$ cat src/rtl/seg_pkg.sv
package seg_pkg;
  // control register layout, enable in bit 0
  typedef struct packed {
    logic udd_ie;
    logic sof_ie;
    logic en;
  } ctrl_t;

  localparam int unsigned CTRL_W = 3;
  localparam int unsigned ERR_W = 5;
  localparam int unsigned ERR_BIT_UDD = 2;
  localparam int unsigned ERR_BIT_ENS = 3;
  localparam int unsigned CLR_SOF = 0;
  localparam int unsigned CLR_UDD = 1;
  localparam int unsigned CLR_ERR = 2;
endpackage

$ cat src/rtl/seg_timeout.sv
module seg_timeout #(
  parameter int unsigned LIMIT = 64
) (
  input  logic clk,
  input  logic rst_n,
  input  logic cond,
  output logic expired
);
  localparam int unsigned CNT_W = $clog2(LIMIT + 1);

  logic [CNT_W-1:0] cnt_q;

  always_ff @(posedge clk or negedge rst_n) begin
    if (!rst_n)                      cnt_q <= '0;
    else if (!cond)                  cnt_q <= '0;
    else if (cnt_q != CNT_W'(LIMIT)) cnt_q <= cnt_q + 1'b1;
  end

  assign expired = (cnt_q == CNT_W'(LIMIT));


  tmo_rearm_chk: assert property (@(posedge clk) disable iff (!rst_n)
    !cond |=> !expired);
endmodule

$ cat src/rtl/seg_ram_bank.sv
module seg_ram_bank #(
  parameter int unsigned NWORDS = 16,
  parameter int unsigned WORD_W = 32,
  parameter int unsigned IDX_W  = $clog2(NWORDS)
) (
  input  logic                           clk,
  input  logic                           rst_n,
  input  logic                           we,
  input  logic [IDX_W-1:0]               idx,
  input  logic [WORD_W-1:0]              mask,
  input  logic [WORD_W-1:0]              wdata,
  input  logic                           lock,
  input  logic                           xfer,
  output logic [NWORDS-1:0][WORD_W-1:0]  buf_q
);
  logic [NWORDS-1:0][WORD_W-1:0] ram_q;

  always_ff @(posedge clk or negedge rst_n) begin
    if (!rst_n) begin
      ram_q <= '0;
    end else if (we && !lock) begin
      for (int i = 0; i < NWORDS; i++) begin
        if (idx == IDX_W'(i))
          ram_q[i] <= (ram_q[i] & ~mask) | (wdata & mask);
      end
    end
  end

  always_ff @(posedge clk or negedge rst_n) begin
    if (!rst_n)    buf_q <= '0;
    else if (xfer) buf_q <= ram_q;
  end


  ram_locked_chk: assert property (@(posedge clk) disable iff (!rst_n)
    (we && lock) |=> $stable(ram_q));

  buf_hold_chk: assert property (@(posedge clk) disable iff (!rst_n)
    !xfer |=> $stable(buf_q));
endmodule

$ cat src/rtl/seg_flag_unit.sv
module seg_flag_unit
  import seg_pkg::*;
(
  input  logic             clk,
  input  logic             rst_n,
  input  logic             ctrl_we,
  input  ctrl_t            ctrl_wdata,
  input  logic             req_we,
  input  logic             req_bit,
  input  logic             clr_we,
  input  logic [2:0]       clr_bits,
  input  logic             sof_strobe,
  input  logic             udd_tmo,
  input  logic             ens_tmo,
  output ctrl_t            ctrl_q,
  output logic             ens,
  output logic             sof_flag,
  output logic             udr,
  output logic             udd,
  output logic             xfer,
  output logic [ERR_W-1:0] err_code
);
  logic ctrl_en;
  logic frame_go;
  logic err_udd_q, err_ens_q;
  logic clr_sof, clr_udd, clr_err;

  assign ctrl_en  = ctrl_q.en;
  assign frame_go = sof_strobe && ctrl_en;
  assign xfer     = frame_go && udr;
  assign clr_sof  = clr_we && clr_bits[CLR_SOF];
  assign clr_udd  = clr_we && clr_bits[CLR_UDD];
  assign clr_err  = clr_we && clr_bits[CLR_ERR];

  always_ff @(posedge clk or negedge rst_n) begin
    if (!rst_n)       ctrl_q <= '0;
    else if (ctrl_we) ctrl_q <= ctrl_wdata;
  end

  // running flag: up at once on enable, down only at the frame boundary
  always_ff @(posedge clk or negedge rst_n) begin
    if (!rst_n)                                      ens <= 1'b0;
    else if (ctrl_we && ctrl_wdata.en && !ctrl_en)   ens <= 1'b1;
    else if (sof_strobe && !ctrl_en)                 ens <= 1'b0;
  end

  always_ff @(posedge clk or negedge rst_n) begin
    if (!rst_n) begin
      sof_flag  <= 1'b0;
      udr       <= 1'b0;
      udd       <= 1'b0;
      err_udd_q <= 1'b0;
      err_ens_q <= 1'b0;
    end else begin
      if (frame_go)      sof_flag <= 1'b1;
      else if (clr_sof)  sof_flag <= 1'b0;

      if (req_we && req_bit) udr <= 1'b1;
      else if (xfer)         udr <= 1'b0;

      if (xfer)          udd <= 1'b1;
      else if (clr_udd)  udd <= 1'b0;

      if (udd_tmo)       err_udd_q <= 1'b1;
      else if (clr_err)  err_udd_q <= 1'b0;

      if (ens_tmo)       err_ens_q <= 1'b1;
      else if (clr_err)  err_ens_q <= 1'b0;
    end
  end

  always_comb begin
    err_code              = '0;
    err_code[ERR_BIT_UDD] = err_udd_q;
    err_code[ERR_BIT_ENS] = err_ens_q;
  end


  ens_rise_chk: assert property (@(posedge clk) disable iff (!rst_n)
    $rose(ctrl_en) |-> ens);

  ens_fall_chk: assert property (@(posedge clk) disable iff (!rst_n)
    $fell(ens) |-> ($past(sof_strobe) && !$past(ctrl_en)));

  udd_needs_en_chk: assert property (@(posedge clk) disable iff (!rst_n)
    $rose(udd) |-> $past(ctrl_en));

  udr_clear_chk: assert property (@(posedge clk) disable iff (!rst_n)
    $fell(udr) |-> ($past(sof_strobe) && udd));
endmodule

$ cat src/rtl/seg_update_ctrl.sv
module seg_update_ctrl
  import seg_pkg::*;
#(
  parameter int unsigned NWORDS      = 16,
  parameter int unsigned WORD_W      = 32,
  parameter int unsigned TIMEOUT_CYC = 64,
  parameter int unsigned ADDR_W      = $clog2(NWORDS + 3)
) (
  input  logic                     clk,
  input  logic                     rst_n,
  input  logic                     reg_we,
  input  logic [ADDR_W-1:0]        reg_addr,
  input  logic [WORD_W-1:0]        reg_wdata,
  input  logic [WORD_W-1:0]        reg_wmask,
  input  logic                     sof_strobe,
  output logic [NWORDS*WORD_W-1:0] disp_buf,
  output logic                     ens,
  output logic                     sof_flag,
  output logic                     udr_flag,
  output logic                     udd_flag,
  output logic [ERR_W-1:0]         err_code,
  output logic                     irq
);
  localparam int unsigned IDX_W = $clog2(NWORDS);
  localparam logic [ADDR_W-1:0] ADR_CTRL = ADDR_W'(NWORDS);
  localparam logic [ADDR_W-1:0] ADR_REQ  = ADDR_W'(NWORDS + 1);
  localparam logic [ADDR_W-1:0] ADR_CLR  = ADDR_W'(NWORDS + 2);
  localparam int unsigned NTMO = 2;

  logic ram_we, ctrl_we, req_we, clr_we, xfer;
  ctrl_t ctrl_q;
  logic [NTMO-1:0] tmo_cond, tmo_hit;
  logic [NWORDS-1:0][WORD_W-1:0] buf_q;

  assign ram_we  = reg_we && (reg_addr < ADR_CTRL);
  assign ctrl_we = reg_we && (reg_addr == ADR_CTRL);
  assign req_we  = reg_we && (reg_addr == ADR_REQ);
  assign clr_we  = reg_we && (reg_addr == ADR_CLR);

  seg_ram_bank #(.NWORDS(NWORDS), .WORD_W(WORD_W), .IDX_W(IDX_W)) u_bank (
    .clk   (clk),
    .rst_n (rst_n),
    .we    (ram_we),
    .idx   (reg_addr[IDX_W-1:0]),
    .mask  (reg_wmask),
    .wdata (reg_wdata),
    .lock  (udr_flag),
    .xfer  (xfer),
    .buf_q (buf_q)
  );

  seg_flag_unit u_flags (
    .clk        (clk),
    .rst_n      (rst_n),
    .ctrl_we    (ctrl_we),
    .ctrl_wdata (ctrl_t'(reg_wdata[CTRL_W-1:0])),
    .req_we     (req_we),
    .req_bit    (reg_wdata[0]),
    .clr_we     (clr_we),
    .clr_bits   (reg_wdata[2:0]),
    .sof_strobe (sof_strobe),
    .udd_tmo    (tmo_hit[0]),
    .ens_tmo    (tmo_hit[1]),
    .ctrl_q     (ctrl_q),
    .ens        (ens),
    .sof_flag   (sof_flag),
    .udr        (udr_flag),
    .udd        (udd_flag),
    .xfer       (xfer),
    .err_code   (err_code)
  );

  // watcher 0: request never served; watcher 1: disable never settles
  assign tmo_cond[0] = udr_flag;
  assign tmo_cond[1] = ens && !ctrl_q.en;

  for (genvar g = 0; g < NTMO; g++) begin : g_tmo
    seg_timeout #(.LIMIT(TIMEOUT_CYC)) u_tmo (
      .clk     (clk),
      .rst_n   (rst_n),
      .cond    (tmo_cond[g]),
      .expired (tmo_hit[g])
    );
  end

  assign disp_buf = buf_q;
  assign irq = (sof_flag && ctrl_q.sof_ie) || (udd_flag && ctrl_q.udd_ie);


  irq_src_chk: assert property (@(posedge clk) disable iff (!rst_n)
    irq |-> (sof_flag || udd_flag));

  err_low_bits_chk: assert property (@(posedge clk) disable iff (!rst_n)
    $rose(err_code[ERR_BIT_UDD]) |-> $past(udr_flag));
endmodule

$ cat config.mk
export PLATFORM = sky130hd
export DESIGN_NAME = seg_update_ctrl
export DESIGN_NICKNAME = d
export VERILOG_FILES = /design/src/rtl/seg_pkg.sv /design/src/rtl/seg_timeout.sv /design/src/rtl/seg_ram_bank.sv /design/src/rtl/seg_flag_unit.sv /design/src/rtl/seg_update_ctrl.sv
export SDC_FILE = /design/constraint.sdc
export NUM_CORES = 1
export LEC_CHECK = 0
export ABC_CLOCK_PERIOD_IN_PS = 5000
export BUFFER_PORTS_ARGS = -buffer_cell sky130_fd_sc_hd__buf_2
export CAP_MARGIN = 20
export CORE_ASPECT_RATIO = 1.4
export CORE_MARGIN = 4
export CORE_UTILIZATION = 48
export DETAILED_ROUTE_END_ITERATION = 10
export GPL_ROUTABILITY_DRIVEN = 0
export GPL_TIMING_DRIVEN = 1
export PLACE_DENSITY = 0.69
export SYNTH_ARGS = -nofsm -noshare
export SYNTH_HDL_FRONTEND = slang
export SYNTH_SLANG_ARGS = --single-unit
$ cat constraint.sdc
create_clock -name clk -period 5 [get_ports clk]
set_input_delay 0.5 -clock clk [delete_from_list [all_inputs] [get_ports clk]]
set_output_delay 0.5 -clock clk [all_outputs]
set_load 0.005 [all_outputs]
==> results of run 1 <==
stage by stage:
step	util, %	total power, mW	hold WS [ps]
after floorplan	-	11.0	204
after global placement	53.0	12.1	441
after detailed placement	53.0	12.2	447
after CTS	56.8	20.0	128
after global routing	56.9	20.7	167
final	56.9	19.8	194
where the power goes:
group	internal, mW	switching, mW	total, mW
Sequential	9.41	0.603	10.0
Clock	4.46	3.32	7.79
Combinational	0.927	1.12	2.05
logic make-up (layout without fill, tap and decap cells):
family / Yosys count / in the layout / synth area share, %
AND/OR/NAND/NOR: 2177 / 2177 / 20.8
buffers and inverters: 278 / 846 / 3.45
adder cells (fa/ha/maj): 4 / 4 / 0.116
multiplexers: 517 / 517 / 14.3
XOR/XNOR: 5 / 5 / 0.102
AO/OA/AOI/OAI: 20 / 20 / 0.285
other: 1 / 23 / 0.00872
flip-flops: 1047 / 1047 / 60.9
worst paths after layout:
kind	from	to	slack (ps)
worst min-delay path	sof_strobe	u_flags.ens	190
worst max-delay path	u_flags.udr	flip-flop	2370
worst max register to register	u_flags.udr	flip-flop	2370
worst min register to register	flip-flop	u_bank.buf_q[478]	450
max in group asynchronous	rst_n	u_bank.buf_q[10]	3170
min in group asynchronous	rst_n	u_bank.buf_q[381]	450
layout make-up:
cell class              count  area, um2  share of cell area (%)
diodes                     20       50.0                  0.0993
multi-input cells        2726      15600                    30.9
clock inverters            38        478                   0.948
repair buffers            660       3730                    7.40
flip-flops and latches   1047      26200                    52.0
inverters                   5       18.8                  0.0372
clock buffers             143       2870                    5.69
well taps                1179       1480                    2.93
what timing repair did:
action,in CTS,in global routing
endpoints found under the setup margin,0,0
hold endpoints to repair,70,0
hold buffers,1,0
layer usage:
layer	share of wire [%]	up-vias	global-route usage (%)	wire length (um)
li1	-	13800	-	-
met1	43	15600	38.2	55900
met2	46	1051	42.0	59400
met3	6.4	204	4.31	8310
met4	4.1	6	11.5	5300
met5	0.029	-	0	37
placed cells by master, fill, tap and decap left out, types with 3 or more instances in the layout:
cell        instances
and4bb_2            3
or3_1               3
xor2_1              3
conb_1              3
bufinv_16           9
buf_4              52
buf_2             587
clkinv_2           20
nand2b_1            4
mux2_4             90
and2_1              3
nand2_1          1803
ha_1                4
nor2_1            263
nand4b_2           30
clkbuf_1           25
nor4bb_1            7
mux2_2            250
clkbuf_16         102
dfrtp_1          1047
nor4bb_4            4
or4b_2              3
clkinvlp_4          3
a21oi_1             5
nand3_1             6
nand4b_1            3
diode_2            20
buf_12             17
clkbuf_8           16
nor4b_4             3
o21ai_0             6
nor4bb_2           21
mux2_1            175
inv_1               5
critical path: stages (launching register included):
cell	delay (ps)
dfrtp_1	450
buf_16	200
or4b_2	950
buf_4	350
nor2_1	150
mux2_2	360
==> results.yml, run 1 <==
placement:
  port_buffers: 591
  dpl.hpwl_um: 84800
  place_ws_ps: 1950
  post-place-cells: 5612
  place_area_um2: 47000
route:
  drtPass1Iterations: 7
  drc: 0
  routed_wl_um: 129000
  num_vias: 30700
  route.detailed.wl_per_inst_um: 22.2
  ant_nets: 0
  vias_per_cell: 5.28
  drtIter0Drc: 2665
logic_synthesis:
  synth_top_cell_area_share_pct: 60.9
  synthArstFlopShare_pct: 100
  synth_flop_cell: "dfrtp_1"
  syn_inst: 4049
  synth_top_area_cell: "dfrtp_1"
  synth.most_common_cell: "nand2_1"
  synth_area_leaders: "dfrtp_1 (61%), nand2_1 (16%), mux2_2 (6.5%), mux2_1 (4.6%), mux2_4 (3.1%)"
  synth_area_um2: 43000
  yosys_warnings: 0
  synth_edf_count: 0
  yosysSeqAreaShare_pct: 60.9
  synth_cell_type_count: 50
  ys_seq_elements: 1047
  yosys-top-cells-count: "nand2_1 (1803), dfrtp_1 (1047), nor2_1 (263), mux2_2 (250), mux2_1 (175)"
  synth_area_per_cell_um2: 10.6
worst_setup_path:
  path_class: "reg2reg"
  cp-end-kind: "flip-flop"
  worstSetupStartpointType: "flip-flop"
  cp.required_ps: 5560
  arrival_ps: 3190
  worstPathMaxFanout: 28
  reg2reg_depth: 5
finish:
  drive_gt1_share_pct: 26.6
  fill_cells: 7507
  fin_cells: 5818
  layout.nets: 4615
  stdcell_area_um2: 50400
  area_growth_pct: 17.1
floorplanning:
  die-area_um2: 94600
  die_w_um: 261
  fp.dieH_um: 362
  coreArea_um2: 88600
  num_rows: 129
  ios: 595
  initial_core_util_pct: 48.6
cts:
  cts.path.max_buffers: 3
  htreeDepth: 3
  cts_tree: "yes"
  cts_buffers: 98
  clk_pin_slew_ps: 60
  postCtsResizedCells: 0
  clkSinkCount: 1047
  root_buffer: "clkbuf_16"
  post_cts_buffers: 0
  insertion_delay_ps: 680
timing:
  rsz0062_at_grt: "false"
  fmax_mhz: 380
  hold_viol: 0
  worstMarginPinSlew_ps: 1120
  final-max-slew-violation-count: 0
  setup_viol: 0
  tns_ps: 0
  fin_crit_sh_pct: 52.6
  relSlewSlack_pct: 25.0
  skew_ps: 25.5
  fin_ws_ps: 2370
  min_period_ps: 2630
power_and_ir_drop:
  peakVddDrop_mv: 0.285
  power.leakage_nw: 27.7
  p_per_area_nw_per_um2: 394
global_routing:
  grt_max_degree: 218
  grt_pass1_wl_um: 195000
  overflow: 0
  grt_use_total_pct: 27.1
  antenna_found_initial: 23
  grt_pass1_vias: 31300
run:
  cap_viol_max_count: 0
hold_path:
  whs_path_depth: 4
  hp-class: "in2reg"
status:
  status: "completed"
No activity file was read; power rests on OpenSTA's default activity.
==> run 2, diff against run 1 <==
Settings changed: ABC_CLOCK_PERIOD_IN_PS 5000 to 2400, PLACE_DENSITY 0.69 to 0.71.
Clock period 5 ns to 2.4 ns, I/O delays scaled along.
==> run 2 against run 1 <==
  * Clock skew is 2.8 ps lower
  * First-iteration DRC count fell by 3.2%
  * Final cell count up 1.0%
  * Sequential power is 110% higher
  * Maximum frequency is 23% higher
  * Critical path depth is 1 lower
  * Non-clock buffer count rose by 66
  * Power increased by 110%
  * Utilization grew 1.0 points
  * Routed wire length up 0.15%
  * Largest cell class unchanged
  * Largest power group unchanged
==> results.yml, run 2 (synthesized netlist as in run 1, its figures left out) <==
timing:
  min_period_ps: 2140
  setup_viol: 0
  hold_viol: 0
  skew_ps: 22.7
  relSlewSlack_pct: 53.8
  worstMarginPinSlew_ps: 694
  final-max-slew-violation-count: 0
  fin_crit_sh_pct: 89.0
  rsz0062_at_grt: "false"
  tns_ps: 0
  fmax_mhz: 468
worst_setup_path:
  cp-end-kind: "flip-flop"
  cpPeakStageDelay_ps: 680
  cp.required_ps: 2970
  worstSetupStartpointType: "flip-flop"
  critPathSlowestCell: "or4b_2"
  arrival_ps: 2700
  worstPathMaxFanout: 32
  path_class: "reg2reg"
  r2r_start: "u_flags.udr"
  cp_cell_sequence: "or4b_2 -> buf_4 -> nor2_1 -> mux2_1"
  cp-startpoint: "u_flags.udr"
floorplanning:
  die_w_um: 261
  num_rows: 129
  ios: 595
  die-area_um2: 94600
  fp.dieH_um: 362
  initial_core_util_pct: 48.6
  coreArea_um2: 88600
cts:
  root_buffer: "clkbuf_16"
  cts_buffers: 98
  htreeDepth: 3
  cts.path.max_buffers: 3
  clk_pin_slew_ps: 70
  post_cts_buffers: 0
  insertion_delay_ps: 690
  clkSinkCount: 1047
  cts_tree: "yes"
route:
  num_vias: 31200
  drc: 0
  routed_wl_um: 129000
  drtPass1Iterations: 5
  route.detailed.wl_per_inst_um: 22.0
  drtIter0Drc: 2580
  vias_per_cell: 5.31
  ant_nets: 0
global_routing:
  overflow: 0
  grt_max_degree: 123
  antenna_found_initial: 21
  grt_pass1_wl_um: 196000
  grt_pass1_vias: 31800
  grt_use_total_pct: 27.1
power_and_ir_drop:
  peakVddDrop_mv: 0.615
  power.leakage_nw: 28.2
  pwr-share-seq_pct: 49.6
  switching_share_pct: 25.1
  clkPwrFrac_pct: 40.0
  combPwrFrac_pct: 10.4
  p_per_area_nw_per_um2: 819
  p_switching_mw: 10.5
  p_int_mw: 31.5
finish:
  final_common_cell: "nand2_1"
  layout.nets: 4681
  utilization_pct: 57.9
  area_growth_pct: 19.2
  drive_gt1_share_pct: 27.8
  layout_common_cells: "nand2_1 (1803), dfrtp_1 (1047), buf_2 (587)"
  stdcell_area_um2: 51300
placement:
  place_area_um2: 47800
  port_buffers: 591
  dpl.hpwl_um: 87000
status:
  status: "completed"
hold_path:
  hp-class: "in2reg"
  hp-start: "reg_wmask[19]"
run:
  cap_viol_max_count: 0
-- run 2: final timing paths --
path / end / slack (ps) / depth (start not counted)
max in group asynchronous: u_bank.buf_q[136] / 1330 / 4
worst min-delay path: flip-flop / 50 / 4
worst max register to register: flip-flop / 260 / 4
worst max-delay path: flip-flop / 260 / 4
min in group asynchronous: u_bank.buf_q[122] / 70 / 2
worst min register to register: u_bank.buf_q[159] / 460 / 2
-- run 2: cell type report --
type | instances | area (um2)
fill | 7321 | 37300
sequential | 1047 | 26200
multi-input combinational | 2726 | 15600
timing repair buffer | 726 | 4500
clock buffer | 139 | 2900
tap | 1179 | 1480
clock inverter | 44 | 577
antenna | 12 | 30.0
inverter | 5 | 18.8
-- run 2: repair_timing --
item | in CTS | in global routing
gates resized for setup | 0 | 0
hold buffers | 4 | 0
endpoints found under the hold margin | 389 | 0
-- run 2: per-layer routing --
metal	up-vias	GRT usage (%)	wire length, um
met2	1156	42.6	59800
met5	-	0	125
met3	257	4.72	8960
met4	18	12.0	5700
met1	15800	37.4	54600
li1	14000	-	-
-- run 2: metrics by stage --
step                      cells  hold slack [ps]  setup WS [ps]  power [mW]
after detailed placement   5679              183            255        25.5
final                      5878             51.4            265        42.0
after floorplan            4051            -55.6            550        23.0
after CTS                  5866             3.94            278        42.4
after global routing       5869             57.5            202        43.7
after global placement     5679              182            316        25.3
-- run 2: critical path, delay by kind of cell, from the launching register on --
kind / cells / cell delay [ps]
flip-flops: 1 / 440
AND/OR/NAND/NOR: 2 / 870
multiplexers: 1 / 360
buffers and inverters: 1 / 290
-- run 2: power by group through the flow --
stage	registers [mW]	clock network, mW	logic (mW)
after global placement	21.1	0	4.27
after global routing	21.0	17.8	4.86
final	20.8	16.8	4.38
after floorplan	20.8	0	2.20
after detailed placement	21.1	0	4.43
after CTS	20.8	17.1	4.46
